File: src/rtl/spi_erase_pkg.sv
package spi_erase_pkg;
  typedef enum logic [1:0] {OP_WREN, OP_ERASE, OP_RDSR} op_e;
  typedef enum logic [1:0] {ST_IDLE, ST_GAP, ST_XFER} st_e;

  localparam logic [7:0] CMD_WREN  = 8'h06;
  localparam logic [7:0] CMD_ERASE = 8'hD8;
  localparam logic [7:0] CMD_RDSR  = 8'h05;

  localparam int XFER_W     = 32;  // longest transaction: opcode + 24-bit address
  localparam int NBITS_W    = $clog2(XFER_W + 1);
  localparam int STS_W      = 2;   // only BUSY and WEL are kept
  localparam int STS_BUSY   = 0;
  localparam int STS_WEL    = 1;
  localparam int BLK_W      = 8;
  localparam int OFS_W      = 16;  // 64 KB block offset
  localparam int LEN_WREN   = 8;
  localparam int LEN_ERASE  = 32;
  localparam int LEN_RDSR   = 16;
endpackage

File: src/rtl/spi_tick_gen.sv
module spi_tick_gen #(
  parameter int HALF_DIV = 2
) (
  input  logic clk_i,
  input  logic rst_ni,
  input  logic en_i,
  output logic tick_o
);
  localparam int CW = (HALF_DIV > 1) ? $clog2(HALF_DIV) : 1;
  localparam logic [CW-1:0] LAST = CW'(HALF_DIV - 1);

  logic [CW-1:0] cnt_q;

  always_ff @(posedge clk_i or negedge rst_ni) begin
    if (!rst_ni)              cnt_q <= '0;
    else if (!en_i)           cnt_q <= '0;
    else if (cnt_q == LAST)   cnt_q <= '0;
    else                      cnt_q <= cnt_q + 1'b1;
  end

  assign tick_o = en_i && (cnt_q == LAST);
endmodule

File: src/rtl/spi_bit_engine.sv
module spi_bit_engine
  import spi_erase_pkg::*;
#(
  parameter int HALF_DIV = 2
) (
  input  logic               clk_i,
  input  logic               rst_ni,
  input  logic               go_i,
  input  logic [XFER_W-1:0]  tx_i,
  input  logic [NBITS_W-1:0] nbits_i,
  input  logic               miso_i,
  output logic               sclk_o,
  output logic               cs_no,
  output logic               mosi_o,
  output logic               done_o,
  output logic [STS_W-1:0]   rx_o
);
  logic               active_q, sclk_q, cs_q, done_q, tick;
  logic [XFER_W-1:0]  sh_q;
  logic [NBITS_W-1:0] left_q;
  logic [STS_W-1:0]   rx_q;

  spi_tick_gen #(.HALF_DIV(HALF_DIV)) u_tick (
    .clk_i (clk_i),
    .rst_ni(rst_ni),
    .en_i  (active_q),
    .tick_o(tick)
  );

  always_ff @(posedge clk_i or negedge rst_ni) begin
    if (!rst_ni) begin
      active_q <= 1'b0;
      sclk_q   <= 1'b0;
      cs_q     <= 1'b1;
      done_q   <= 1'b0;
      sh_q     <= '0;
      left_q   <= '0;
      rx_q     <= '0;
    end else begin
      done_q <= 1'b0;
      if (!active_q) begin
        if (go_i) begin
          active_q <= 1'b1;
          cs_q     <= 1'b0;
          sclk_q   <= 1'b0;
          sh_q     <= tx_i;
          left_q   <= nbits_i - 1'b1;
        end
      end else if (tick) begin
        if (!sclk_q) begin
          sclk_q <= 1'b1;                       // device samples, host samples
          rx_q   <= {rx_q[STS_W-2:0], miso_i};
        end else begin
          sclk_q <= 1'b0;
          if (left_q == '0) begin               // last bit: end with no further edge
            active_q <= 1'b0;
            cs_q     <= 1'b1;
            done_q   <= 1'b1;
          end else begin
            sh_q   <= sh_q << 1;
            left_q <= left_q - 1'b1;
          end
        end
      end
    end
  end

  assign sclk_o = sclk_q;
  assign cs_no  = cs_q;
  assign mosi_o = !cs_q && sh_q[XFER_W-1];
  assign done_o = done_q;
  assign rx_o   = rx_q;

  // checker state: rising edges seen in the current transaction
  logic               sclk_d;
  logic [NBITS_W-1:0] edge_cnt, nb_q;
  always_ff @(posedge clk_i or negedge rst_ni) begin
    if (!rst_ni) begin
      sclk_d   <= 1'b0;
      edge_cnt <= '0;
      nb_q     <= '0;
    end else begin
      sclk_d <= sclk_q;
      if (go_i && !active_q) begin
        edge_cnt <= '0;
        nb_q     <= nbits_i;
      end else if (sclk_q && !sclk_d && !cs_q) begin
        edge_cnt <= edge_cnt + 1'b1;
      end
    end
  end

  p_edge_count_r3: assert property (@(posedge clk_i) disable iff (!rst_ni)
    done_q |-> (edge_cnt == nb_q));
  p_sclk_idle_r5: assert property (@(posedge clk_i) disable iff (!rst_ni)
    cs_q |-> !sclk_q);
  p_mosi_hold_r5: assert property (@(posedge clk_i) disable iff (!rst_ni)
    (!cs_q && $past(!cs_q) && sclk_q && $past(sclk_q)) |-> $stable(mosi_o));
endmodule

File: src/rtl/spi_erase_ctrl.sv
module spi_erase_ctrl
  import spi_erase_pkg::*;
#(
  parameter int CS_GAP     = 4,
  parameter int POLL_LIMIT = 100000
) (
  input  logic               clk_i,
  input  logic               rst_ni,
  input  logic               start_i,
  input  logic [BLK_W-1:0]   blk_i,
  output logic               eng_go_o,
  output logic [XFER_W-1:0]  eng_tx_o,
  output logic [NBITS_W-1:0] eng_nbits_o,
  input  logic               eng_done_i,
  input  logic [STS_W-1:0]   eng_rx_i,
  output logic               busy_o,
  output logic               done_o,
  output logic               err_timeout_o,
  output logic               err_wel_o
);
  localparam int GW = (CS_GAP > 1) ? $clog2(CS_GAP) : 1;
  localparam int PW = (POLL_LIMIT > 1) ? $clog2(POLL_LIMIT) : 1;
  localparam logic [GW-1:0] GAP_LAST  = GW'(CS_GAP - 1);
  localparam logic [PW-1:0] POLL_LAST = PW'(POLL_LIMIT - 1);

  st_e             st_q;
  op_e             op_q;
  logic [GW-1:0]   gap_q;
  logic [PW-1:0]   poll_q;
  logic [BLK_W-1:0] blk_q;
  logic            done_q, e_to_q, e_wel_q, wren_ok_q;

  assign eng_go_o = (st_q == ST_GAP) && (gap_q == GAP_LAST);

  always_comb begin
    eng_tx_o    = '0;
    eng_nbits_o = '0;
    case (op_q)
      OP_WREN: begin
        eng_tx_o    = {CMD_WREN, 24'h0};
        eng_nbits_o = NBITS_W'(LEN_WREN);
      end
      OP_ERASE: begin
        eng_tx_o    = {CMD_ERASE, blk_q, OFS_W'(0)};
        eng_nbits_o = NBITS_W'(LEN_ERASE);
      end
      OP_RDSR: begin
        eng_tx_o    = {CMD_RDSR, 24'h0};
        eng_nbits_o = NBITS_W'(LEN_RDSR);
      end
      default: ;
    endcase
  end

  always_ff @(posedge clk_i or negedge rst_ni) begin
    if (!rst_ni) begin
      st_q      <= ST_IDLE;
      op_q      <= OP_WREN;
      gap_q     <= '0;
      poll_q    <= '0;
      blk_q     <= '0;
      done_q    <= 1'b0;
      e_to_q    <= 1'b0;
      e_wel_q   <= 1'b0;
      wren_ok_q <= 1'b0;
    end else begin
      done_q <= 1'b0;
      case (st_q)
        ST_IDLE: if (start_i) begin
          st_q      <= ST_GAP;
          op_q      <= OP_WREN;
          gap_q     <= '0;
          poll_q    <= '0;
          blk_q     <= blk_i;
          e_to_q    <= 1'b0;
          e_wel_q   <= 1'b0;
          wren_ok_q <= 1'b0;
        end
        ST_GAP: begin
          if (gap_q == GAP_LAST) begin
            st_q  <= ST_XFER;
            gap_q <= '0;
          end else begin
            gap_q <= gap_q + 1'b1;
          end
        end
        ST_XFER: if (eng_done_i) begin
          case (op_q)
            OP_WREN: begin
              wren_ok_q <= 1'b1;
              op_q      <= OP_ERASE;
              st_q      <= ST_GAP;
            end
            OP_ERASE: begin
              op_q <= OP_RDSR;
              st_q <= ST_GAP;
            end
            default: begin
              if (!eng_rx_i[STS_BUSY]) begin
                e_wel_q <= eng_rx_i[STS_WEL];
                done_q  <= 1'b1;
                st_q    <= ST_IDLE;
              end else if (poll_q == POLL_LAST) begin
                e_to_q <= 1'b1;
                done_q <= 1'b1;
                st_q   <= ST_IDLE;
              end else begin
                poll_q <= poll_q + 1'b1;
                st_q   <= ST_GAP;
              end
            end
          endcase
        end
        default: st_q <= ST_IDLE;
      endcase
    end
  end

  assign busy_o        = (st_q != ST_IDLE);
  assign done_o        = done_q;
  assign err_timeout_o = e_to_q;
  assign err_wel_o     = e_wel_q;

  p_wren_first_r1: assert property (@(posedge clk_i) disable iff (!rst_ni)
    (eng_go_o && op_q == OP_ERASE) |-> wren_ok_q);
  p_done_pulse_r9: assert property (@(posedge clk_i) disable iff (!rst_ni)
    done_q |=> !done_q);
  p_done_idle_r9: assert property (@(posedge clk_i) disable iff (!rst_ni)
    done_q |-> (st_q == ST_IDLE));
  p_timeout_ends_r7: assert property (@(posedge clk_i) disable iff (!rst_ni)
    $rose(e_to_q) |-> done_q);
  p_start_ignored_r10: assert property (@(posedge clk_i) disable iff (!rst_ni)
    (st_q != ST_IDLE) |=> $stable(blk_q));
endmodule

File: src/rtl/spi_erase_seq.sv
module spi_erase_seq
  import spi_erase_pkg::*;
#(
  parameter int HALF_DIV   = 2,
  parameter int CS_GAP     = 4,
  parameter int POLL_LIMIT = 100000
) (
  input  logic             clk_i,
  input  logic             rst_ni,
  input  logic             start_i,
  input  logic [BLK_W-1:0] blk_i,
  output logic             spi_sclk_o,
  output logic             spi_cs_no,
  output logic             spi_mosi_o,
  input  logic             spi_miso_i,
  output logic             busy_o,
  output logic             done_o,
  output logic             err_timeout_o,
  output logic             err_wel_o
);
  logic               go, eng_done;
  logic [XFER_W-1:0]  tx;
  logic [NBITS_W-1:0] nbits;
  logic [STS_W-1:0]   rx;

  spi_erase_ctrl #(.CS_GAP(CS_GAP), .POLL_LIMIT(POLL_LIMIT)) u_ctrl (
    .clk_i        (clk_i),
    .rst_ni       (rst_ni),
    .start_i      (start_i),
    .blk_i        (blk_i),
    .eng_go_o     (go),
    .eng_tx_o     (tx),
    .eng_nbits_o  (nbits),
    .eng_done_i   (eng_done),
    .eng_rx_i     (rx),
    .busy_o       (busy_o),
    .done_o       (done_o),
    .err_timeout_o(err_timeout_o),
    .err_wel_o    (err_wel_o)
  );

  spi_bit_engine #(.HALF_DIV(HALF_DIV)) u_eng (
    .clk_i  (clk_i),
    .rst_ni (rst_ni),
    .go_i   (go),
    .tx_i   (tx),
    .nbits_i(nbits),
    .miso_i (spi_miso_i),
    .sclk_o (spi_sclk_o),
    .cs_no  (spi_cs_no),
    .mosi_o (spi_mosi_o),
    .done_o (eng_done),
    .rx_o   (rx)
  );

  // checker state: cycles chip select has been high, saturating at CS_GAP
  localparam int HW = $clog2(CS_GAP + 1);
  logic [HW-1:0] hi_cnt;
  always_ff @(posedge clk_i or negedge rst_ni) begin
    if (!rst_ni)                         hi_cnt <= '0;
    else if (!spi_cs_no)                 hi_cnt <= '0;
    else if (hi_cnt != HW'(CS_GAP))      hi_cnt <= hi_cnt + 1'b1;
  end

  p_cs_gap_r6: assert property (@(posedge clk_i) disable iff (!rst_ni)
    $fell(spi_cs_no) |-> (hi_cnt == HW'(CS_GAP)));
endmodule

File: config.mk
export PLATFORM = sky130hd
export DESIGN_NAME = spi_erase_seq
export DESIGN_NICKNAME = d
export VERILOG_FILES = /design/src/rtl/spi_erase_pkg.sv /design/src/rtl/spi_tick_gen.sv /design/src/rtl/spi_bit_engine.sv /design/src/rtl/spi_erase_ctrl.sv /design/src/rtl/spi_erase_seq.sv
export SDC_FILE = /design/constraint.sdc
export NUM_CORES = 1
export LEC_CHECK = 0
export BUFFER_PORTS_ARGS = -buffer_cell sky130_fd_sc_hd__buf_4
export CAP_MARGIN = 30
export CORE_MARGIN = 2
export CORE_UTILIZATION = 60
export DETAILED_ROUTE_END_ITERATION = 16
export PLACE_DENSITY = 0.79
export SLEW_MARGIN = 15
export SYNTH_ARGS = -nofsm -noshare
export SYNTH_HDL_FRONTEND = slang
export SYNTH_SLANG_ARGS = --single-unit
File: constraint.sdc
create_clock -name clk_i -period 2.65 [get_ports clk_i]
set_input_delay 0 -clock clk_i [delete_from_list [all_inputs] [get_ports clk_i]]
set_output_delay 0 -clock clk_i [all_outputs]
set_load 0.03 [all_outputs]
==> results of run 1 <==
routing by layer:
metal / vias up / track usage (%) / part of all wire [%]
li1: 1243 / - / -
met1: 1190 / 34.0 / 49
met2: 50 / 36.7 / 46
met3: 8 / 5.21 / 3.9
met4: 0 / 8.00 / 1.2
met5: - / 0 / 0
final timing paths:
kind | end | slack, ps | depth (start not counted)
max in group asynchronous | u_eng.sh_q[21]$_DFFE_PN0P_ | 1850 | 2
worst min-delay path | u_ctrl.gap_q[1]$_DFFE_PN0P_ | 50 | 3
min in group asynchronous | u_ctrl.gap_q[0]$_DFFE_PN0P_ | 280 | 2
worst max register to register | u_eng.sh_q[24]$_DFFE_PN0P_ | 620 | 4
worst min register to register | u_eng.sh_q[16]$_DFFE_PN0P_ | 470 | 2
worst max-delay path | u_eng.sh_q[24]$_DFFE_PN0P_ | 620 | 4
worst max-delay path: cells and delay by family (launching register included):
kind               cells  cell delay, ps
muxes                  1             370
and+or+nand+nor        2             850
DFF                    1             410
AOI/OAI and AO/OA      1             280
cell families (layout without fill, tap and decap cells):
family,after synthesis,in the layout,share of synthesized area [%]
simple gates,153,153,24.9
compound gates,83,83,16.6
flops,63,63,50.5
buf+inv,23,53,3.65
mux,8,8,2.65
fa+ha+maj,3,3,1.20
xor+xnor,2,2,0.561
final cells by class:
cell class,count,area (µm²),area share [%]
Sequential cell,63,1580,44.2
Tap cell,70,87.6,2.46
Timing Repair Buffer,32,265,7.44
Inverter,6,22.5,0.632
Clock inverter,3,17.5,0.491
Clock buffer,12,165,4.63
Multi-Input combinational cell,249,1430,40.1
per-stage QoR:
| stage | worst slack (ps) | cell area (µm²) |
|---|---|---|
| detailed placement | 634 | 3280 |
| global route | 463 | 3570 |
| global placement | 676 | 3280 |
| CTS | 628 | 3570 |
| floorplan | 827 | 3120 |
| finish | 624 | 3570 |
timing repair:
item                                    4_1_cts  5_1_grt
endpoints found under the hold margin        71        0
hold buffers                                 10        0
endpoints found under the setup margin        0        0
gates resized for setup                       0        0
report_power, final:
part	internal (mW)	switching [mW]	leakage [nW]	total, mW
logic	0.0325	0.0394	0.779	0.0719
clock network	0.407	0.357	0.0942	0.764
registers	0.976	0.0106	0.748	0.986
total	1.42	0.407	1.62	1.82
Yosys cell counts, drive strengths merged, types with 2 or more instances:
library cell | instances | share of area (%)
nand2b | 5 | 1.1
buf | 9 | 2.0
a21oi | 26 | 4.2
or2 | 2 | 0.40
nor3 | 2 | 0.32
o21bai | 2 | 0.48
and3 | 6 | 1.2
dfrtp | 62 | 50
inv | 6 | 0.72
or4 | 5 | 1.5
a31oi | 3 | 0.60
nor2 | 34 | 4.1
nor2b | 4 | 1.0
o22ai | 2 | 0.40
nand4 | 6 | 1.2
xnor2 | 2 | 0.56
ha | 3 | 1.2
nand3 | 16 | 2.6
nand2 | 59 | 7.3
o31ai | 2 | 0.92
a221oi | 7 | 2.0
mux2i | 6 | 1.9
clkbuf | 8 | 0.96
o21ai | 28 | 4.5
mux2 | 2 | 0.72
nor3b | 2 | 0.48
nand3b | 2 | 0.48
a22o | 2 | 0.56
state kept, by name, indices dropped and copies added (netlist names), 2 cells and up:
signal / cells
u_ctrl.poll_q: 17
u_eng.sh_q: 16
u_ctrl.blk_q: 8
u_eng.left_q: 6
u_ctrl.gap_q: 2
u_ctrl.op_q: 2
u_ctrl.st_q: 2
u_eng.rx_o: 2
==> out/qor.yml, run 1 <==
final_layout_size_suffix_gt1_share_pct: 14.8
hpwlAfterDp_mm: 4.14
postSynthCellCount: 335
stdcell_count: 435
max_cap_violations: 0
grt_use_total_pct: 23.9
grt_pass1_wl_mm: 11.1
hold_viol_final: 0
arrival_ps: 2250
cp-startpoint: "u_eng.left_q[2]$_DFFE_PN0P_"
cts_buffer_depth: 2
cts_sinks: 63
wl_per_cell_um: 14.3
async_flop_share_pct: 100
final_antenna_net_count: 0
area_growth_pct: 14.2
fin_crit_sh_pct: 76.5
ir_drop_mv: 0.308
num_rows: 26
grt_pass1_vias: 2345
fp.dieH_um: 76.1
drt_wl_total_mm: 6.22
postLayoutCoreUtil_pct: 70.3
slew_headroom_pct: 48.1
htree_levels: 3
cp_slowest_cell: "or4_4"
critPathLaunchType: "register"
tritoncts: "done"
timing.hold.ws_ps: 47.6
fmax_mhz: 493
vias: 2491
synth_edf_count: 0
die_x_um: 76.1
tns_ps: 0
ys_warn_count: 0
postCtsSetupRepairBufs: 0
rsz0062_at_grt: "no"
ys_seq_area_share_pct: 50.5
drt_iter0_markers: 163
finalClockSkew_ps: 4.50
power_mw: 1.82
fin_nets: 376
start_util_pct: 61.5
cp-end-kind: "register"
path_cells: "or4_4 -> o31ai_4 -> nand2_2 -> mux2_1"
hold_class: "in -> reg"
ys_ff_latch: 63
io_buffers: 18
layout_commonest_cell: "dfrtp_1"
via_per_inst: 5.73
grt_start_max_net_pins: 64
nFillCells: 405
die_area_mm2: 0.00580
clk_latency_ps: 340
p_leak_nw: 1.62
layout_min_cycle_time_ps: 2030
slew_violations: 0
post-route-drc-count: 0
path_clk_slew_ps: 70
io_pins: 19
root_buffer: "clkbuf_8"
layout_common_cells: "dfrtp_1, nand2_1, nor2_1"
n_antenna_cell: 0
cp.required_ps: 2870
drtPass1Iterations: 4
cts_buffers: 9
core_mm2: 0.00507
finalWeightedCongestion: 0.874
cp_slowest_stage_delay_ps: 580
r2r_start: "u_eng.left_q[2]$_DFFE_PN0P_"
worst_slew_pin_slew_ps: 778
synth_area_per_cell_um2: 9.32
synth_flop_cell: "dfrtp_1"
setup_viol: 0
crit_fanout: 17
min-delay-start: "start_i"
synth_cell_types: 62
p_per_area_mw_per_mm2: 511
worstSetupPathType: "reg -> reg"
antenna_found_initial: 0
synth_fp_nets: 350
grt_remaining_overflow: 0
status: "finished clean"
syn-cell-area_mm2: 0.00312
dp.cells: 410
No activity file was read; power rests on OpenSTA's default activity.
==> run 2: changes to the inputs <==
- ABC_AREA: unset -> 1
- clock period: 2.65 -> 1.9 ns (I/O delays scaled with it)
==> run 2 against run 1 <==
Clock power is 47% higher. Final cell count increased by 22%. Sequential power increased by 36%. Critical endpoint is now u_ctrl.poll_q[1]$_DFFE_PN0P_. Largest power group unchanged.
==> out/qor.yml, run 2 <==
synthTopCellsByArea: "dfrtp_1, nand2_1, nor2_1, nand3_1, inv_1"
critPathLaunchType: "register"
hold_path_depth: 4
ys_top_cells_by_count: "nand2_1, dfrtp_1, nor2_1"
tns_ps: 0
finalClockSkew_ps: 10.5
grt_pass1_vias: 2602
p_per_area_mw_per_mm2: 676
drt_wl_total_mm: 6.72
r2r_cells: 9
drtPass1Iterations: 5
crit_top_cell: "nand2_1"
top_regs: "u_ctrl.poll_q: 17 flops, u_eng.sh_q: 16 flops, u_ctrl.blk_q: 8 flops"
dp.cells: 504
antenna_found_initial: 0
synth_area_per_cell_um2: 7.76
async_flop_share_pct: 100
p_leak_nw: 1.90
layout_min_cycle_time_ps: 1780
cts_sinks: 63
grt_pass1_wl_mm: 12.0
cp.required_ps: 2170
yosysTopAreaCell: "dfrtp_1"
setup_viol: 0
core_mm2: 0.00517
arrival_ps: 2050
layout_common_cells: "nand2_1, dfrtp_1, nor2_1"
final_antenna_net_count: 0
synth_fp_nets: 434
htree_levels: 3
syn-cell-area_mm2: 0.00325
grt_start_max_net_pins: 64
die_x_um: 77.6
fp.dieH_um: 77.6
area_growth_pct: 15.5
ys_warn_count: 0
yosysMostFrequentCell: "nand2_1"
hold_viol_final: 0
via_per_inst: 5.22
worstSetupPathType: "reg -> reg"
cp-end-kind: "register"
io_buffers: 18
clk_latency_ps: 330
synth_cell_types: 36
crit_fanout: 17
r2r_slack_ps: 120
synth_edf_count: 0
nFillCells: 374
hpwlAfterDp_mm: 4.57
largest-register: "u_ctrl.poll_q"
post-route-drc-count: 0
hold_class: "in -> reg"
cp_slowest_stage_delay_ps: 390
worst_slew_pin_slew_ps: 773
fin_nets: 470
cts_buffer_depth: 2
fmax_mhz: 562
path_cells: "ha_1 -> nand2_1 -> nor2_2 -> nand3_2 -> nand2_4 -> nand2_2 -> nand2_4 -> nand2_1 -> nand2_1"
cts_buffers: 9
ys_ff_latch: 63
status: "finished clean"
path_clk_slew_ps: 70
root_buffer: "clkbuf_8"
start_util_pct: 62.9
grt_remaining_overflow: 0
cts_resized: 0
setup_ws_ps: 122
grt_use_total_pct: 25.0
ir_drop_mv: 0.483
tritoncts: "done"
postLayoutCoreUtil_pct: 72.6
ys_seq_area_share_pct: 48.5
num_rows: 26
postSynthCellCount: 419
slew_violations: 0
wl_per_cell_um: 12.7
stdcell_count: 530
drt_iter0_markers: 249
vias: 2764
die_area_mm2: 0.00603
cp_slowest_cell: "dfrtp_1"
max_cap_violations: 0
layout_commonest_cell: "nand2_1"
slew_headroom_pct: 48.5
final_layout_size_suffix_gt1_share_pct: 13.0
io_pins: 19
rsz0062_at_grt: "no"
finalWeightedCongestion: 0.875
synth_flop_cell: "dfrtp_1"
n_antenna_cell: 0
pre_cts_slack_ps: 156
fin_crit_sh_pct: 93.6
yosysTopAreaCellShare_pct: 47.7
largest_reg_flops: 17
## run 2: cells by family (layout without fill, tap and decap cells)
kind of cell / count (synthesis) / count (layout) / synth area share (%)
xor+xnor: 4 / 4 / 1.08
buf+inv: 49 / 90 / 6.54
compound gates: 58 / 58 / 10.8
flops: 63 / 63 / 48.5
fa+ha+maj: 3 / 3 / 1.15
simple gates: 242 / 242 / 32.0
## run 2: cell type report
cell class	count	area (µm²)	area share, %
clock buffer	10	128	3.40
clock inverter	6	61.3	1.63
inverter	38	145	3.86
multi-input combinational	307	1460	38.9
sequential	63	1580	42.0
tap	70	87.6	2.33
timing repair buffer	36	295	7.86
## run 2: per-layer routing
metal | vias to the layer above | share of wire, % | routed length [µm] | track usage [%]
met5 | - | 0 | 0 | 0
met2 | 63 | 43 | 2870 | 34.3
met4 | 0 | 1.2 | 81 | 9.11
met3 | 9 | 4.4 | 296 | 5.35
li1 | 1421 | - | - | -
met1 | 1271 | 52 | 3470 | 38.8
## run 2: power breakdown
part | leakage (nW) | total, mW | internal, mW | switching, mW
Combinational | 0.977 | 0.0710 | 0.0306 | 0.0404
Clock | 0.0960 | 1.12 | 0.601 | 0.521
Sequential | 0.826 | 1.34 | 1.34 | 0.00194
## run 2: timing repair
| action | CTS | global route |
|---|---|---|
| hold buffers | 10 | 0 |
| buffers inserted | 0 | 0 |
| endpoints found under the hold margin | 71 | 0 |
## run 2: metrics by stage
stage / total power [mW] / hold slack, ps / instance area [µm²]
finish: 2.54 / 82.4 / 3760
global placement: 1.43 / 131 / 3470
CTS: 2.56 / 76.9 / 3760
detailed placement: 1.43 / 133 / 3470
floorplan: 1.38 / -296 / 3250
global route: 2.62 / 102 / 3760
## run 2: final timing paths
path | endpoint | start
max | u_ctrl.poll_q[1]$_DFFE_PN0P_ | u_ctrl.poll_q[0]$_DFFE_PN0P_
min | u_ctrl.blk_q[6]$_DFFE_PN0P_ | start_i
max reg2reg | u_ctrl.poll_q[1]$_DFFE_PN0P_ | u_ctrl.poll_q[0]$_DFFE_PN0P_
min reg2reg | u_eng.u_tick.cnt_q$_DFF_PN0_ | u_eng.u_tick.cnt_q$_DFF_PN0_
max in group asynchronous | u_eng.sh_q[18]$_DFFE_PN0P_ | rst_ni
min in group asynchronous | u_ctrl.poll_q[9]$_DFFE_PN0P_ | rst_ni
## run 2: critical path: cells and delay by family (launching register included)
kind	cells	cell delay, ps
flip-flops	1	390
adder cells (fa/ha/maj)	1	180
AND/OR/NAND/NOR	8	1120
